--- config.mk ---
export PLATFORM = sky130hd
export DESIGN_NAME = cell_framer
export DESIGN_NICKNAME = d
export VERILOG_FILES = /design/src/rtl/cfr_pkg.sv /design/src/rtl/cfr_arbiter.sv /design/src/rtl/cfr_seg.sv /design/src/rtl/cfr_words.sv /design/src/rtl/cell_framer.sv
export SDC_FILE = /design/constraint.sdc
export NUM_CORES = 1
export LEC_CHECK = 0
export ABC_AREA = 0
export BUFFER_PORTS_ARGS = -buffer_cell sky130_fd_sc_hd__buf_2
export CORE_ASPECT_RATIO = 1.4
export CORE_MARGIN = 5
export CORE_UTILIZATION = 55
export CTS_BUF_LIST = sky130_fd_sc_hd__clkbuf_4 sky130_fd_sc_hd__clkbuf_8 sky130_fd_sc_hd__clkbuf_16
export CTS_CLUSTER_SIZE = 8
export DETAILED_ROUTE_END_ITERATION = 8
export MAX_ROUTING_LAYER = met4
export PLACE_DENSITY = 0.8
export SLEW_MARGIN = 10
export SYNTH_ARGS = -nofsm -noshare
export SYNTH_HDL_FRONTEND = slang
export SYNTH_SLANG_ARGS = --single-unit
--- constraint.sdc ---
create_clock -name clk -period 11.6 [get_ports clk]
set_input_delay 0.58 -clock clk [delete_from_list [all_inputs] [get_ports clk]]
set_output_delay 0.58 -clock clk [all_outputs]
set_load 0.01 [all_outputs]
--- src/rtl/cfr_pkg.sv ---
// Shared encodings for the link cell framer.
// Assumes a 16-bit header word; the command field occupies its low 9 bits.
package cfr_pkg;
    typedef enum logic [1:0] {
        CT_PAT = 2'd0,
        CT_RT  = 2'd1,
        CT_NRT = 2'd2,
        CT_NOP = 2'd3
    } cell_type_e;

    // Packed LSB-last: dest lands in bits 3:0, we in bit 8.
    typedef struct packed {
        logic       we;
        cell_type_e ctype;
        logic       last;
        logic       first;
        logic [3:0] dest;
    } cmd_t;
endpackage

--- src/rtl/cfr_arbiter.sv ---
// Chooses the class that owns the next cell.
// Pattern is never gated. The real-time and non-real-time classes need the
// far-end availability bit of their destination unless a message is already
// in progress. Fixed priority: pattern, then real-time, then non-real-time.
module cfr_arbiter #(
    parameter int NBUF   = 16,
    parameter int DEST_W = 4
) (
    input  logic [2:0]        pend,
    input  logic [2:0]        inprog,
    input  logic [DEST_W-1:0] dest [3],
    input  logic [NBUF-1:0]   far_rt_avail,
    input  logic [NBUF-1:0]   far_nrt_avail,
    output logic [2:0]        grant,
    output logic [1:0]        sel,
    output cfr_pkg::cell_type_e ctype
);
    logic [2:0] elig;

    genvar c;
    generate
        for (c = 0; c < 3; c++) begin : g_elig
            if (c == 0) begin : g_free
                // Purpose: pattern traffic needs no credit.
                always_comb elig[c] = pend[c];
            end else begin : g_gated
                logic [NBUF-1:0] avail;
                assign avail = (c == 1) ? far_rt_avail : far_nrt_avail;
                // Purpose: credit is checked only before a message starts.
                always_comb elig[c] = pend[c] && (inprog[c] || avail[dest[c]]);
            end
        end
    endgenerate

    // Purpose: fixed-priority pick among the eligible classes.
    always_comb begin
        grant = 3'b000;
        sel   = 2'd0;
        ctype = cfr_pkg::CT_NOP;
        if (elig[0]) begin
            grant = 3'b001; sel = 2'd0; ctype = cfr_pkg::CT_PAT;
        end else if (elig[1]) begin
            grant = 3'b010; sel = 2'd1; ctype = cfr_pkg::CT_RT;
        end else if (elig[2]) begin
            grant = 3'b100; sel = 2'd2; ctype = cfr_pkg::CT_NRT;
        end
    end
endmodule

--- src/rtl/cfr_seg.sv ---
// Per-class segmentation state. It holds the number of words already sent
// for each class and derives base, word count, flags and chunk offset for
// the granted class. It also raises a completion pulse at the end of the
// payload of a message's final cell.
// Assumes a source keeps its length stable until its message completes.
module cfr_seg #(
    parameter int LEN_W   = 16,
    parameter int PAY_W   = 160,
    parameter int CHUNK_W = 32
) (
    input  logic             clk,
    input  logic             rst_n,
    input  logic             start,
    input  logic             fin_stb,
    input  logic [2:0]       grant,
    input  logic [1:0]       sel,
    input  logic [LEN_W-1:0] len [3],
    output logic [2:0]       inprog,
    output logic [LEN_W-1:0] base,
    output logic [LEN_W-1:0] cnt,
    output logic             first,
    output logic             last,
    output logic [LEN_W-1:0] off,
    output logic [2:0]       msg_done
);
    localparam int SH = $clog2(CHUNK_W);

    logic [LEN_W-1:0] prog [3];
    logic [2:0]       fin_pend;
    logic [LEN_W-1:0] rem;
    logic [LEN_W:0]   sum;
    logic [LEN_W:0]   rnd;

    // Purpose: segment arithmetic for the class about to be sent.
    always_comb begin
        base  = (|grant) ? prog[sel] : '0;
        rem   = (|grant) ? (len[sel] - base) : '0;
        last  = (rem <= LEN_W'(PAY_W));
        cnt   = last ? rem : LEN_W'(PAY_W);
        first = (base == '0);
        sum   = {1'b0, base} + {1'b0, cnt};
        rnd   = (sum + (LEN_W+1)'(CHUNK_W - 1)) >> SH;
        off   = rnd[LEN_W-1:0];
    end

    genvar c;
    generate
        for (c = 0; c < 3; c++) begin : g_cls
            assign inprog[c] = (prog[c] != '0);

            // Purpose: advance or clear the sent-word count at each cell start.
            always_ff @(posedge clk) begin
                if (!rst_n) begin
                    prog[c]     <= '0;
                    fin_pend[c] <= 1'b0;
                    msg_done[c] <= 1'b0;
                end else begin
                    if (start && grant[c]) begin
                        prog[c] <= last ? '0 : (base + LEN_W'(PAY_W));
                        if (last) fin_pend[c] <= 1'b1;
                    end
                    if (fin_stb) begin
                        msg_done[c] <= fin_pend[c];
                        fin_pend[c] <= 1'b0;
                    end else begin
                        msg_done[c] <= 1'b0;
                    end
                end
            end

            AST_DONE_CLEARS_PROG: assert property (@(posedge clk) disable iff (!rst_n)
                msg_done[c] |-> (prog[c] == '0));
        end
    endgenerate

    AST_DONE_ONEHOT: assert property (@(posedge clk) disable iff (!rst_n)
        $onehot0(msg_done));
endmodule

--- src/rtl/cfr_words.sv ---
// Word selector for one cell position. It returns the header field, the
// payload word (zero past the end of the message) or a zero parity
// placeholder, and forms the message address sent to the sources.
// Assumes HDR_W >= 8 and 16-bit words.
module cfr_words #(
    parameter int HDR_W = 16,
    parameter int PAY_W = 160,
    parameter int CNT_W = 9,
    parameter int LEN_W = 16
) (
    input  logic [CNT_W-1:0] wcnt,
    input  cfr_pkg::cmd_t    cmd,
    input  logic [LEN_W-1:0] off,
    input  logic [31:0]      rinit,
    input  logic [15:0]      bm [4],
    input  logic [LEN_W-1:0] cnt,
    input  logic [LEN_W-1:0] base,
    input  logic [15:0]      din,
    output logic [15:0]      word,
    output logic [LEN_W-1:0] rd_addr
);
    localparam int PAY_END = HDR_W + PAY_W;

    logic             in_hdr;
    logic             in_pay;
    logic [LEN_W-1:0] pidx;

    // Purpose: region decode and payload index.
    always_comb begin
        in_hdr  = (wcnt < CNT_W'(HDR_W));
        in_pay  = !in_hdr && (wcnt < CNT_W'(PAY_END));
        pidx    = LEN_W'(wcnt) - LEN_W'(HDR_W);
        rd_addr = base + (in_pay ? pidx : '0);
    end

    // Purpose: pick the word for this position.
    always_comb begin
        word = '0;
        if (in_pay) begin
            word = (pidx < cnt) ? din : 16'h0000;
        end else if (in_hdr) begin
            case (wcnt)
                CNT_W'(0): word = {7'd0, cmd};
                CNT_W'(1): word = off[15:0];
                CNT_W'(2): word = rinit[31:16];
                CNT_W'(3): word = rinit[15:0];
                CNT_W'(4), CNT_W'(5), CNT_W'(6), CNT_W'(7): word = bm[wcnt[1:0]];
                default:   word = 16'h0000;
            endcase
        end
    end
endmodule

--- src/rtl/cell_framer.sv ---
// Link cell framer top. A free-running word counter walks each cell. At the
// last word of a cell, the next cell's class, segment data, remote-init
// request and local bitmaps are latched, so every cell is self-consistent.
// The output word is registered.
// Assumes sources answer rd_addr combinationally within the cycle.
module cell_framer #(
    parameter int HDR_W   = 16,
    parameter int PAY_W   = 160,
    parameter int PAR_W   = 128,
    parameter int CHUNK_W = 32,
    parameter int NBUF    = 16,
    parameter int LEN_W   = 16
) (
    input  logic              clk,
    input  logic              rst_n,
    input  logic              pat_pend,
    input  logic [3:0]        pat_dest,
    input  logic [LEN_W-1:0]  pat_len,
    input  logic [15:0]       pat_data,
    input  logic              rt_pend,
    input  logic [3:0]        rt_dest,
    input  logic [LEN_W-1:0]  rt_len,
    input  logic [15:0]       rt_data,
    input  logic              nrt_pend,
    input  logic [3:0]        nrt_dest,
    input  logic [LEN_W-1:0]  nrt_len,
    input  logic [15:0]       nrt_data,
    input  logic [NBUF-1:0]   far_rt_avail,
    input  logic [NBUF-1:0]   far_nrt_avail,
    input  logic [15:0]       loc_nrt_avail,
    input  logic [15:0]       loc_rt_avail,
    input  logic [15:0]       loc_nrt_filled,
    input  logic [15:0]       loc_rt_filled,
    input  logic              rinit_req,
    input  logic [31:0]       rinit_data,
    output logic              rinit_sent,
    output logic [LEN_W-1:0]  rd_addr,
    output logic [2:0]        msg_done,
    output logic              out_valid,
    output logic              out_sof,
    output logic [15:0]       out_data
);
    import cfr_pkg::*;

    localparam int CELL_W = HDR_W + PAY_W + PAR_W;
    localparam int CNT_W  = $clog2(CELL_W);
    localparam int DEST_W = $clog2(NBUF);

    logic [CNT_W-1:0]  wcnt;
    logic              started;
    logic              start;
    logic              fin_stb;
    logic [DEST_W-1:0] dsts [3];
    logic [LEN_W-1:0]  lens [3];
    logic [2:0]        pend;
    logic [2:0]        inprog;
    logic [2:0]        grant;
    logic [1:0]        sel;
    cell_type_e        nxt_type;
    logic [LEN_W-1:0]  s_base, s_cnt, s_off;
    logic              s_first, s_last;

    cmd_t              cur_cmd;
    logic [LEN_W-1:0]  cur_off, cur_cnt, cur_base;
    logic [31:0]       cur_rinit;
    logic [15:0]       cur_bm [4];
    logic [15:0]       din;
    logic [15:0]       word;

    assign dsts[0] = pat_dest;
    assign dsts[1] = rt_dest;
    assign dsts[2] = nrt_dest;
    assign lens[0] = pat_len;
    assign lens[1] = rt_len;
    assign lens[2] = nrt_len;
    assign pend    = {nrt_pend, rt_pend, pat_pend};
    assign start   = (wcnt == CNT_W'(CELL_W - 1));
    assign fin_stb = (wcnt == CNT_W'(HDR_W + PAY_W - 1));

    cfr_arbiter #(.NBUF(NBUF), .DEST_W(DEST_W)) u_arb (
        .pend(pend), .inprog(inprog), .dest(dsts),
        .far_rt_avail(far_rt_avail), .far_nrt_avail(far_nrt_avail),
        .grant(grant), .sel(sel), .ctype(nxt_type)
    );

    cfr_seg #(.LEN_W(LEN_W), .PAY_W(PAY_W), .CHUNK_W(CHUNK_W)) u_seg (
        .clk(clk), .rst_n(rst_n), .start(start), .fin_stb(fin_stb),
        .grant(grant), .sel(sel), .len(lens), .inprog(inprog),
        .base(s_base), .cnt(s_cnt), .first(s_first), .last(s_last),
        .off(s_off), .msg_done(msg_done)
    );

    // Purpose: route the active class's data input to the word selector.
    always_comb begin
        case (cur_cmd.ctype)
            CT_PAT:  din = pat_data;
            CT_RT:   din = rt_data;
            CT_NRT:  din = nrt_data;
            default: din = 16'h0000;
        endcase
    end

    cfr_words #(.HDR_W(HDR_W), .PAY_W(PAY_W), .CNT_W(CNT_W), .LEN_W(LEN_W)) u_words (
        .wcnt(wcnt), .cmd(cur_cmd), .off(cur_off), .rinit(cur_rinit),
        .bm(cur_bm), .cnt(cur_cnt), .base(cur_base), .din(din),
        .word(word), .rd_addr(rd_addr)
    );

    // Purpose: word counter and per-cell state capture.
    always_ff @(posedge clk) begin
        if (!rst_n) begin
            wcnt       <= CNT_W'(CELL_W - 1);
            started    <= 1'b0;
            cur_cmd    <= '0;
            cur_off    <= '0;
            cur_cnt    <= '0;
            cur_base   <= '0;
            cur_rinit  <= '0;
            rinit_sent <= 1'b0;
            for (int i = 0; i < 4; i++) cur_bm[i] <= '0;
        end else begin
            rinit_sent <= start && rinit_req;
            if (start) begin
                wcnt          <= '0;
                started       <= 1'b1;
                cur_cmd.we    <= rinit_req;
                cur_cmd.ctype <= nxt_type;
                cur_cmd.dest  <= (|grant) ? dsts[sel] : '0;
                cur_cmd.first <= (|grant) && s_first;
                cur_cmd.last  <= (|grant) && s_last;
                cur_off       <= (|grant) ? s_off : '0;
                cur_cnt       <= s_cnt;
                cur_base      <= s_base;
                cur_rinit     <= rinit_req ? rinit_data : 32'h0;
                cur_bm[0]     <= loc_nrt_avail;
                cur_bm[1]     <= loc_rt_avail;
                cur_bm[2]     <= loc_nrt_filled;
                cur_bm[3]     <= loc_rt_filled;
            end else begin
                wcnt <= wcnt + CNT_W'(1);
            end
        end
    end

    // Purpose: register the outgoing word and its framing flags.
    always_ff @(posedge clk) begin
        if (!rst_n) begin
            out_valid <= 1'b0;
            out_sof   <= 1'b0;
            out_data  <= '0;
        end else begin
            out_valid <= started;
            out_sof   <= started && (wcnt == '0);
            out_data  <= word;
        end
    end

    AST_SOF_ON_FIRST_VALID: assert property (@(posedge clk) disable iff (!rst_n)
        $rose(out_valid) |-> out_sof);
    AST_VALID_NO_GAP: assert property (@(posedge clk) disable iff (!rst_n)
        $past(out_valid) |-> out_valid);
    AST_CMD_SPARE_ZERO: assert property (@(posedge clk) disable iff (!rst_n)
        out_sof |-> (out_data[15:9] == 7'd0));
    AST_RINIT_SINGLE: assert property (@(posedge clk) disable iff (!rst_n)
        rinit_sent |=> !rinit_sent);
endmodule

Word level (Yosys, flattened, before mapping)
Memories as Yosys holds them, arrays and structs flattened.
Cells that the tools add are included.

word-level totals
  input port bits = 242
  logic and storage cells = 134
  memory bits (writable) = 48
  register bits after elaboration = 188
  output and inout bits = 38
  memories kept = 1

memory list
  memory      words  bits a word  rd ports  clocked after Yosys merged registers in  write ports  line           text
  u_seg.prog  3      16           3         0                                        3            cfr_seg.sv:28  logic [LEN_W-1:0] prog [3];

operators by class
  magnitude comparators = 8
  multiplexer cells = 49
  bitwise operators = 6
  equal/unequal tests = 11
  reductions and logical operators = 26
  add/sub/neg operators = 7

operators with widths
  operator                                                     number
  two-way mux 16 bit                                           15
  one-hot mux 16 bit (5 select lines)                          1
  binary-select mux 16 bit (select 2 bit)                      2
  one-hot mux 16 bit (3 select lines)                          1
  equality test 9 x 3 -> 1 bit (second input constant)         4
  two-way mux 32 bit                                           1
  nonzero test 16 bit                                          2
  equality test 9 x 2 -> 1 bit (second input constant)         2
  adder 16 x 16 -> 17 bit                                      1
  adder 17 x 5 -> 17 bit (second input constant)               1
  adder 16 bit                                                 1
  adder 16 x 8 -> 16 bit (second input constant)               1
  <= comparator 16 x 8 -> 1 bit (second input constant)        1
  zero test 16 bit                                             1
  less-than comparator 16 bit                                  1
  subtractor 16 bit                                            1
  two-way mux 1 bit                                            13
  two-way mux 12 bit                                           1
  two-way mux 4 bit                                            3
  logical AND 1 bit                                            10
  less-than comparator 4 x 5 -> 1 bit (second input constant)  2
  two-way mux 2 bit                                            5
  subtractor 9 x 5 -> 10 bit (second input constant)           1
  adder 9 x 1 -> 9 bit (second input constant)                 1
  other kinds (23)                                             35

Longest topological paths before layout
Gate-level depths: netlist (run 1).

  word-level depth = 18
  gate-level depth with buffers = 43
  gate-level depth less buffers = 38

Hierarchy
From an unflattened synthesis (run 1), not the netlist that was laid out.

unflattened totals
  cell total of the unflattened synthesis = 1,809
  area total of the unflattened synthesis = 15,563.7 sq um

modules (own cells, without submodules)
  module       cells an instance  times used  area an instance (sq um)
  cell_framer  953                1           8,175.3
  cfr_seg      546                1           4,773.3
  cfr_words    277                1           2,252.2
  cfr_arbiter  33                 1           362.8

Least setup slack after synthesis (run 1)
Ideal clock, no wire load.

  kind = input-to-reg
  start = input port rt_dest[3]
  end = register cur_off[11]
  slack = 2,886 ps
  arrival time = 8,597 ps
  setup time = 117 ps
  stages on the path = 39
  path through = buf_2 > mux4_2 > nor2b_1 > a2bb2oi_1 > o211ai_1 > clkbuf_1 > clkbuf_1 > mux2i_1 > o21ai_0 > ha_1 > nor2b_1 > o21ai_0 > a21boi_1 > o31a_1 > or2_2 > buf_1 > o211ai_1 > a21oi_1 > [3 not listed] > buf_2 > nor2_1 > nand2_1 > ha_1 > inv_1 > ha_1 > nor2b_1 > o21a_1 > o21a_1 > o21ai_0 > nand2b_1 > a31oi_1 > o31ai_2 > a22o_1 > o41a_4 > a211oi_2 > xnor2_1 > a22o_1

between the ends
  longest elaborated chain between the ends = 17

ends and longest elaborated chain
  element                                                line                text
  start: declaration                                     cell_framer.sv:21   input logic [3:0] rt_dest,
  binary-select mux 1 bit (select 4 bit) *               cfr_arbiter.sv:30   always_comb elig[c] = pend[c] && (inprog[c] || avail[dest[c]]);
  two-way mux 1 bit (not written as such) *              cfr_arbiter.sv:30
  logical OR 1 bit *                                     cfr_arbiter.sv:30
  logical AND 1 bit *                                    cfr_arbiter.sv:30
  two-way mux 2 bit                                      cfr_arbiter.sv:42   end else if (elig[1]) begin
  two-way mux 2 bit                                      cfr_arbiter.sv:40   if (elig[0]) begin
  NOT 2 -> 3 bit (not written as such)                   cfr_seg.sv:37       rem = (|grant) ? (len[sel] - base) : '0;
  binary-select mux 16 bit (select 2 bit)                cfr_seg.sv:37
  two-way mux 16 bit (not written as such) (2 in a row)  cfr_seg.sv:37
  subtractor 16 bit                                      cfr_seg.sv:37
  two-way mux 16 bit                                     cfr_seg.sv:37
  <= comparator 16 x 8 -> 1 bit                          cfr_seg.sv:38       last = (rem <= LEN_W'(PAY_W));
  two-way mux 16 bit                                     cfr_seg.sv:39       cnt = last ? rem : LEN_W'(PAY_W);
  adder 16 x 16 -> 17 bit                                cfr_seg.sv:41       sum = {1'b0, base} + {1'b0, cnt};
  adder 17 x 5 -> 17 bit                                 cfr_seg.sv:42       rnd = (sum + (LEN_W+1)'(CHUNK_W - 1)) >> SH;
  two-way mux 12 bit *                                   cell_framer.sv:131  cur_off <= (|grant) ? s_off : '0;
  end signal: assignment                                 cell_framer.sv:131
  end: declaration                                       cell_framer.sv:64   logic [LEN_W-1:0] cur_off, cur_cnt, cur_base;

Every way passes the cells marked *; elsewhere a longest branch is shown, timed or not. The select of a mux whose other input is x is not followed.
A chain may end at the register's enable or synchronous reset.

==> results.toml, run 1 <==
[run_status]
status = "finished clean"

[drt]
first_pass_iters = 5
finalWirelength_um = 41430
wire_per_inst_um = 19.91
drt_iter0_drc = 744
num_vias = 12274
viasPerCell = 5.898
drc = 0
ant_nets = 0

[final_layout]
fin_area_mm2 = 0.01581
syn_to_final_growth_pct = 20.01
n_antenna_cell = 0
nFillCells = 1981
nets = 2088
drive_gt1_share_pct = 22.30

[timing]
grt_setup_unrepaired = "false"
relSlewSlack_pct = 20.99
setup_ws_ps = 2502
setup_viol = 0
worst_hold_slack_ps = 282.6
post-route-period-util_pct = 78.43
timing.fmax_mhz = 109.9
tightest_slew_ps = 1182
min_period_ps = 9098
hold_viol_final = 0
finalClockSkew_ps = 16.97
setup_tns_ps = 0
slew_viol_final = 0

[floorplanning]
die_h_um = 193.1
core_area_mm2 = 0.02381
die_area_mm2 = 0.02719
fp.dieW_um = 140.8
placementRows = 67
ios = 280
initial_core_util_pct = 55.34

[global_route]
grt_pass1_vias = 12226
grt-ovfl-total = 0
grt_start_max_net_pins = 73
grt_pass1_wl_um = 63870
track_usage_pct = 30.25
grt_antenna_before_repair = 0

[power]
cellLeakagePower_uw = 0.006904
ir_drop_mv = 0.1132
powerDensity_mw_per_mm2 = 187.7
power.total_uw = 2968

[synth]
seq_area_frac_synth_pct = 38.90
yosys_most_used_dff = "dfxtp_1"
yosysUniqueCellTypes = 77
synth-edff-count = 48
netlist_instances = 1508
synthArstFlopShare_pct = 0
synth_warnings = 0
ys_seq_elements = 232
syn_area_per_cell_um2 = 8.737
syn_area_mm2 = 0.01318

[cts]
numCtsBuffers = 34
clk_pin_slew_worst_paths_ps = 50
htree_levels = 2
cts.repair.resized = 0
clk_path_buf_depth = 3
cts_root_buffer = "clkbuf_16"
cts_sinks = 232
post_cts_buffers = 0
cts_hold_buf = 0
clock_latency_ps = 510
cts_tree = "yes"

[critical_path]
rr_endpoint = "cur_off[11]"
crit_start = "u_seg.prog[1][6]"
cp-end-kind = "flop"
required_ps = 12000
path_class = "reg -> reg"
cp_max_fo = 22
r2r_cells = 35
crit_arrival_ps = 9500
reg2reg_slack_ps = 2500
critPathLaunchType = "flop"
rr_startpoint = "u_seg.prog[1][6]"
critPathSlowestCell = "nor3_2"
critPathMaxStageDelay_ps = 750

[worst_hold_path]
hold_path_end = "cur_rinit[9]"
worstHoldStart = "rinit_data[9]"
whs_path_depth = 2
hold_class = "in -> reg"

[job]
drv_cap = 0

[placement]
gp_congestion = 0.9657
placed_area_mm2 = 0.01484
place_hpwl_um = 31350
numPortBuffers = 279
place_ws_ps = 2283
[cells in the final DEF, fill, tap and decap left out, types with 18 or more instances in the layout]
cell type / synthesis / layout
a21boi_0: 53 / 53
a21o_1: 32 / 32
a21oi_1: 84 / 84
a22o_1: 47 / 47
a22oi_1: 18 / 18
buf_2: 4 / 279
buf_4: 0 / 24
clkbuf_16: 0 / 34
dfxtp_1: 184 / 184
edfxtp_1: 48 / 48
ha_1: 82 / 82
inv_1: 67 / 67
mux2i_1: 40 / 40
mux4_2: 21 / 21
nand2_1: 250 / 250
nand3_1: 25 / 24
nor2_1: 139 / 138
o21ai_0: 66 / 65
xnor2_1: 33 / 33
[worst max-delay path by stage]
stage | end | slack, ps | depth (start not counted)
after floorplan | cur_off[11] | 2890 | 39
after global placement | cur_off[11] | 2490 | 36
after detailed placement | cur_off[11] | 2280 | 36
after CTS | cur_off[11] | 2580 | 35
after global routing | cur_off[11] | 1970 | 39
final | cur_off[11] | 2500 | 35
[synth_stat cells, types with 18 or more instances]
| cell type | count | area, µm² |
|---|---|---|
| a21oi_1 | 84 | 420.4 |
| mux4_2 | 21 | 473.0 |
| dfxtp_1 | 184 | 3684 |
| clkbuf_1 | 85 | 319.1 |
| o21ai_0 | 66 | 330.3 |
| ha_1 | 82 | 1026 |
| a21boi_0 | 53 | 397.9 |
| a22o_1 | 47 | 411.6 |
| edfxtp_1 | 48 | 1441 |
| a22oi_1 | 18 | 135.1 |
| nand3_1 | 25 | 125.1 |
| xnor2_1 | 33 | 289.0 |
| a21o_1 | 32 | 240.2 |
| nor2_1 | 139 | 521.8 |
| inv_1 | 67 | 251.5 |
| mux2i_1 | 40 | 400.4 |
| nand2_1 | 250 | 938.4 |
[cell families after synthesis]
| family | Yosys count | synth area share [%] |
|---|---|---|
| other cells | 1 | 0.02846 |
| flops | 232 | 38.90 |
| mux | 62 | 6.743 |
| buf+inv | 161 | 4.682 |
| xor+xnor | 44 | 2.925 |
| fa+ha+maj | 84 | 8.091 |
| compound gates | 401 | 21.22 |
| simple gates | 523 | 17.42 |
[layer usage]
metal	global-route usage, %	up-vias	share of wire, %
met4	13.09	0	4.6
met2	54.30	538	52
met3	4.096	116	6.7
met1	33.63	5774	37
li1	-	5846	-
met5	-	-	0
[through the flow]
stage               utilization, %  instances
floorplan                        -       1516
global placement             62.32       2036
detailed placement           62.32       2036
CTS                          66.41       2081
global route                 66.41       2081
finish                       66.41       2081
[power by group]
| group | leakage (µW) | total, µW | internal, µW | switching [µW] |
|---|---|---|---|---|
| sequential | 0.00199 | 1060 | 971 | 91.3 |
| combinational | 0.00443 | 994 | 398 | 595 |
| clock | 0.000481 | 912 | 552 | 360 |
| total | 0.00690 | 2970 | 1920 | 1050 |
[layout make-up]
| cell class | instances | area, µm² | share of cell area [%] |
|---|---|---|---|
| Multi-Input combinational cell | 1123 | 7493 | 47.39 |
| Sequential cell | 232 | 5125 | 32.41 |
| Timing Repair Buffer | 303 | 1577 | 9.971 |
| Clock buffer | 42 | 910.9 | 5.761 |
| Tap cell | 310 | 387.9 | 2.453 |
| Inverter | 68 | 255.2 | 1.614 |
| Clock inverter | 3 | 62.56 | 0.3957 |
[worst max-delay path, delay by kind of cell, from the launching register on]
family,cells,cell delay (ps)
and+or+nand+nor,12,3670
adders and majority gates,3,890
xor gates and xnor gates,1,90
buffers and inverters,2,270
DFF,1,380
AOI/OAI and AO/OA,17,3670
[sequential cells by signal, indices dropped and copies added, names as in the netlist, 9 cells and up]
name / flops
cur_bm: 64
u_seg.prog: 48
cur_rinit: 32
cur_base: 16
cur_cnt: 16
out_data: 16
cur_off: 12
cur_cmd: 9
wcnt: 9
Note: power is estimated with default switching activity, not from simulation.
==> inputs of run 2 (changes only) <==
==> constraint.sdc (replaced) <==
create_clock -name clk -period 9.5 [get_ports clk]
set_input_delay 0.475 -clock clk [delete_from_list [all_inputs] [get_ports clk]]
set_output_delay 0.475 -clock clk [all_outputs]
set_load 0.01 [all_outputs]
==> run 2 against run 1 <==
Worst hold slack got worse by 100 ps. Global-route usage increased by 0.10 points. Worst setup slack got worse by 1900 ps. Sequential share of layout area about the same. Final cell count increased by 0.14%. Clock power increased by 22%. Critical path depth unchanged. Critical path type unchanged. Largest power group unchanged.
==> results.toml, run 2 (synthesis gave the netlist of run 1 again) <==
[cts]
post_cts_buffers = 0
htree_levels = 2
clk_path_buf_depth = 3
cts.repair.resized = 0
cts_sinks = 232
clock_latency_ps = 510
cts_root_buffer = "clkbuf_16"
clk_pin_slew_worst_paths_ps = 60
cts_hold_buf = 0
cts_tree = "yes"
numCtsBuffers = 34

[drt]
first_pass_iters = 7
drc = 0
finalWirelength_um = 41540
wire_per_inst_um = 19.93
num_vias = 12209
drt_iter0_drc = 747
viasPerCell = 5.858
ant_nets = 0

[final_layout]
utilization_pct = 66.51
syn_to_final_growth_pct = 20.18
fin_area_mm2 = 0.01583
largest_register_ffs = 64
n_antenna_cell = 0
largest-register = "cur_bm"
multiInputGateArea_mm2 = 0.007493
top_regs = "cur_bm x64, u_seg.prog x48, cur_rinit x32"
nets = 2092
drive_gt1_share_pct = 22.44
nFillCells = 1985
layout_commonest_cell = "buf_2"
regArea_mm2 = 0.005125
layout_common_cells = "279 x buf_2, 250 x nand2_1, 184 x dfxtp_1"

[global_route]
grt_antenna_before_repair = 0
grt_start_max_net_pins = 96
grt_pass1_vias = 12171
track_usage_pct = 30.35
grt-ovfl-total = 0
grt_pass1_wl_um = 63990

[timing]
tightest_slew_ps = 1184
setup_tns_ps = 0
relSlewSlack_pct = 20.89
min_period_ps = 8856
hold_viol_final = 0
setup_ws_ps = 643.9
setup_viol = 0
slew_viol_final = 0
finalClockSkew_ps = 18.68
post-route-period-util_pct = 93.22
grt_setup_unrepaired = "false"
timing.fmax_mhz = 112.9

[worst_hold_path]
hold_class = "in -> reg"
whs_path_depth = 2

[critical_path]
path_class = "reg -> reg"
cp_max_fo = 9
required_ps = 9900
critPathMaxStageDelay_ps = 580
r2r_cells = 35
cp-end-kind = "flop"
crit_arrival_ps = 9260
critPathLaunchType = "flop"
critPathSlowestCell = "or4_4"

[power]
ir_drop_mv = 0.1504
powerDensity_mw_per_mm2 = 228.6
cellLeakagePower_uw = 0.006918
power.total_uw = 3619

[job]
drv_cap = 0

[run_status]
status = "finished clean"

[placement]
place_ws_ps = 487.0
gp_congestion = 0.9908
placed_area_mm2 = 0.01487
place_hpwl_um = 31670
numPortBuffers = 279

[floorplanning]
initial_core_util_pct = 55.34
fp.dieW_um = 140.8
die_h_um = 193.1
core_area_mm2 = 0.02381
ios = 280
placementRows = 67
die_area_mm2 = 0.02719
run 2: worst max-delay path, delay by kind of cell (launching register included):
kind	cells	cell delay [ps]
AOI/OAI and AO/OA	18	4080
xor gates and xnor gates	1	90
adders and majority gates	3	830
buffers and inverters	1	40
DFF	1	390
and+or+nand+nor	12	3310
run 2: final timing paths:
| check | startpoint | slack, ps | endpoint |
|---|---|---|---|
| min reg2reg | cur_cnt[8] | 440 | cur_cnt[8] |
| min | rinit_data[9] | 180 | cur_rinit[9] |
| max | u_seg.prog[2][2] | 640 | cur_off[11] |
| max reg2reg | u_seg.prog[2][2] | 640 | cur_off[11] |
run 2: stage by stage:
stage,hold slack (ps),instances
after global placement,428.3,2040
after CTS,171.6,2084
final,181.8,2084
after detailed placement,433.0,2040
after global routing,173.2,2084
after floorplan,407.8,1516
run 2: metal layers:
layer  vias to the layer above  GRT usage [%]  wire [µm]
met2                       518          54.66      21570
met5                         -              -          0
li1                       5837              -          -
met3                       111          4.614       2736
met1                      5743          32.92      15280
met4                         0          13.98       1953
run 2: layout make-up:
class	instances	area share (%)
flip-flops and latches	232	32.37
multi-input cells	1123	47.33
well taps	310	2.450
clock inverters	3	0.3951
repair buffers	307	10.15
clock buffers	41	5.705
inverters	68	1.612
run 2: where the power goes:
group | internal (µW) | switching, µW
registers | 1190 | 110
logic | 487 | 730
clock network | 669 | 437
total | 2340 | 1280
==> inputs of run 3 (changes only) <==
--- a/config.mk
+++ b/config.mk
@@ -5,7 +5,7 @@
 export SDC_FILE = /design/constraint.sdc
 export NUM_CORES = 1
 export LEC_CHECK = 0
-export ABC_AREA = 0
+export ABC_AREA = 1
 export BUFFER_PORTS_ARGS = -buffer_cell sky130_fd_sc_hd__buf_2
 export CORE_ASPECT_RATIO = 1.4
 export CORE_MARGIN = 5
==> run 3 against run 2 <==
Die area up 1.8%. Final cell count up 18%. Register-to-register slack better by 980 ps. Largest cell class unchanged. Fmax up 12%. Highest routed layer unchanged.
==> results.toml, run 3 <==
[cts]
cts_tree = "yes"
clock_latency_ps = 520
cts.repair.resized = 0
cts_sinks = 232
htree_levels = 2
cts_root_buffer = "clkbuf_16"
post_cts_buffers = 0
clk_path_buf_depth = 3
clk_pin_slew_worst_paths_ps = 50
cts_hold_buf = 0
numCtsBuffers = 35

[global_route]
grt_pass1_wl_um = 67120
grt_start_max_net_pins = 83
use_met2_pct = 52.16
grt-ovfl-total = 0
grt_busiest_layer = "met2"
grt_pass1_vias = 13537
track_usage_pct = 30.61
grt_antenna_before_repair = 1
met1_usage_pct = 34.39
grt_use_met3_pct = 4.621

[timing]
tightest_slew_ps = 1197
hold_viol_final = 0
min_period_ps = 7881
post-route-period-util_pct = 82.96
setup_viol = 0
slew_viol_final = 0
setup_ws_ps = 1619
setup_tns_ps = 0
timing.fmax_mhz = 126.9
finalClockSkew_ps = 17.80
relSlewSlack_pct = 19.93
grt_setup_unrepaired = "false"

[final_layout]
syn_to_final_growth_pct = 19.70
layout_common_cells = "477 x nand2_1, 279 x buf_2, 221 x inv_1"
fin_area_mm2 = 0.01607
nFillCells = 2075
layout_commonest_cell = "nand2_1"
largest-register = "cur_bm"
nets = 2473
largest_register_ffs = 64
top_regs = "cur_bm x64, u_seg.prog x48, cur_rinit x32"
drive_gt1_share_pct = 18.00

[critical_path]
critPathSlowestCell = "clkinv_1"
path_class = "reg -> reg"
critPathLaunchType = "flop"
crit_arrival_ps = 8250
required_ps = 9870
critPathMaxStageDelay_ps = 750
cp-end-kind = "flop"
cp_max_fo = 26
crit_path_frequent_cell = "nand2_1"

[drt]
drt_iter0_drc = 1065
ant_nets = 0
drc = 0
num_vias = 13727
finalWirelength_um = 42810
first_pass_iters = 6
viasPerCell = 5.564
wire_per_inst_um = 17.35

[floorplanning]
placementRows = 67
fp.dieW_um = 142.1
die_h_um = 194.9
initial_core_util_pct = 56.01
die_area_mm2 = 0.02768
core_area_mm2 = 0.02398
ios = 280

[synth]
synth_warnings = 0
synth_top_cell_area_share_pct = 27.43
synth_top_area_cell = "dfxtp_1"
yosysMostFrequentCell = "nand2_1"
yosysUniqueCellTypes = 55
syn_area_per_cell_um2 = 7.142
netlist_instances = 1880
ys_seq_elements = 232
syn_area_mm2 = 0.01343
synth-edff-count = 48
synthTopCellsByArea = "dfxtp_1 27%, nand2_1 13%, edfxtp_1 11%, ha_1 7.6%, o21ai_0 6.9%"
yosys_most_used_dff = "dfxtp_1"
seq_area_frac_synth_pct = 38.17
synthArstFlopShare_pct = 0
synth_common_cells = "477 x nand2_1, 221 x inv_1, 186 x o21ai_0, 184 x dfxtp_1, 160 x nor2_1"

[power]
powerDensity_mw_per_mm2 = 223.8
ir_drop_mv = 0.1680
cellLeakagePower_uw = 0.007653

[placement]
numPortBuffers = 279
gp_congestion = 0.9802
placed_area_mm2 = 0.01508
place_hpwl_um = 32160
place_ws_ps = 1781

[job]
drv_cap = 0

[run_status]
status = "finished clean"

[worst_hold_path]
hold_class = "in -> reg"
run 3: cell types whose count changed after synthesis, moves of 30 or more:
| cell | change |
|---|---|
| a21o_1 | -30 |
| mux2i_1 | -32 |
| a21boi_0 | -53 |
| xnor2_1 | -31 |
| a21oi_1 | +40 |
| o21ai_0 | +120 |
| nand2_1 | +227 |
| nand3_1 | +89 |
| inv_1 | +154 |
run 3: power breakdown:
part | total [µW] | internal (µW) | switching (µW)
sequential | 1250 | 1170 | 80.2
clock | 1130 | 688 | 439
combinational | 1220 | 417 | 807
total | 3600 | 2270 | 1330
run 3: per-layer routing:
layer | routed length, µm | share of wire, % | vias to the layer above
li1 | - | - | 6734
met1 | 15730 | 37 | 6202
met2 | 21150 | 49 | 647
met3 | 3504 | 8.2 | 144
met4 | 2435 | 5.7 | 0
met5 | 0 | 0 | -
run 3: cell families after synthesis:
| kind of cell | share of synthesized area, % |
|---|---|
| simple gates | 26.16 |
| compound gates | 17.09 |
| flops | 38.17 |
| buf+inv | 8.778 |
| xor+xnor | 1.239 |
| mux | 0.5964 |
| fa+ha+maj | 7.939 |
| other cells | 0.02793 |
run 3: worst max-delay path, delay by kind of cell (launching register included):
| kind | cells | cell delay, ps |
|---|---|---|
| adders and majority gates | 3 | 990 |
| AOI/OAI and AO/OA | 9 | 1570 |
| and+or+nand+nor | 24 | 3240 |
| DFF | 1 | 360 |
| buffers and inverters | 7 | 1600 |
run 3: cell type report:
cell class	count	area (µm²)	share of cell area [%]
timing repair buffer	294	1509	9.388
tap	310	387.9	2.413
multi-input combinational	1352	7181	44.68
sequential	232	5125	31.89
clock buffer	42	928.4	5.776
antenna	1	2.502	0.01557
clock inverter	4	61.31	0.3814
inverter	232	878.3	5.465
run 3: path summary, 6_finish.rpt:
path                           from  depth (start not counted)  slack [ps]          end
setup / recovery  u_seg.prog[1][13]                         43        1620   cur_off[9]
hold / removal    loc_rt_filled[12]                          3         160   cur_bm[12]
setup reg to reg  u_seg.prog[1][13]                         43        1620   cur_off[9]
hold reg to reg         cur_cnt[14]                          2         440  cur_cnt[14]
run 3: stage by stage:
| stage | std cells | power (µW) | util [%] | hold WS, ps |
|---|---|---|---|---|
| floorplan | 1888 | 2055 | - | 416.0 |
| global placement | 2420 | 2431 | 62.90 | 430.3 |
| detailed placement | 2420 | 2460 | 62.90 | 433.8 |
| CTS | 2466 | 3596 | 67.03 | 150.2 |
| global route | 2467 | 3801 | 67.04 | 169.8 |
| finish | 2467 | 3598 | 67.04 | 160.5 |
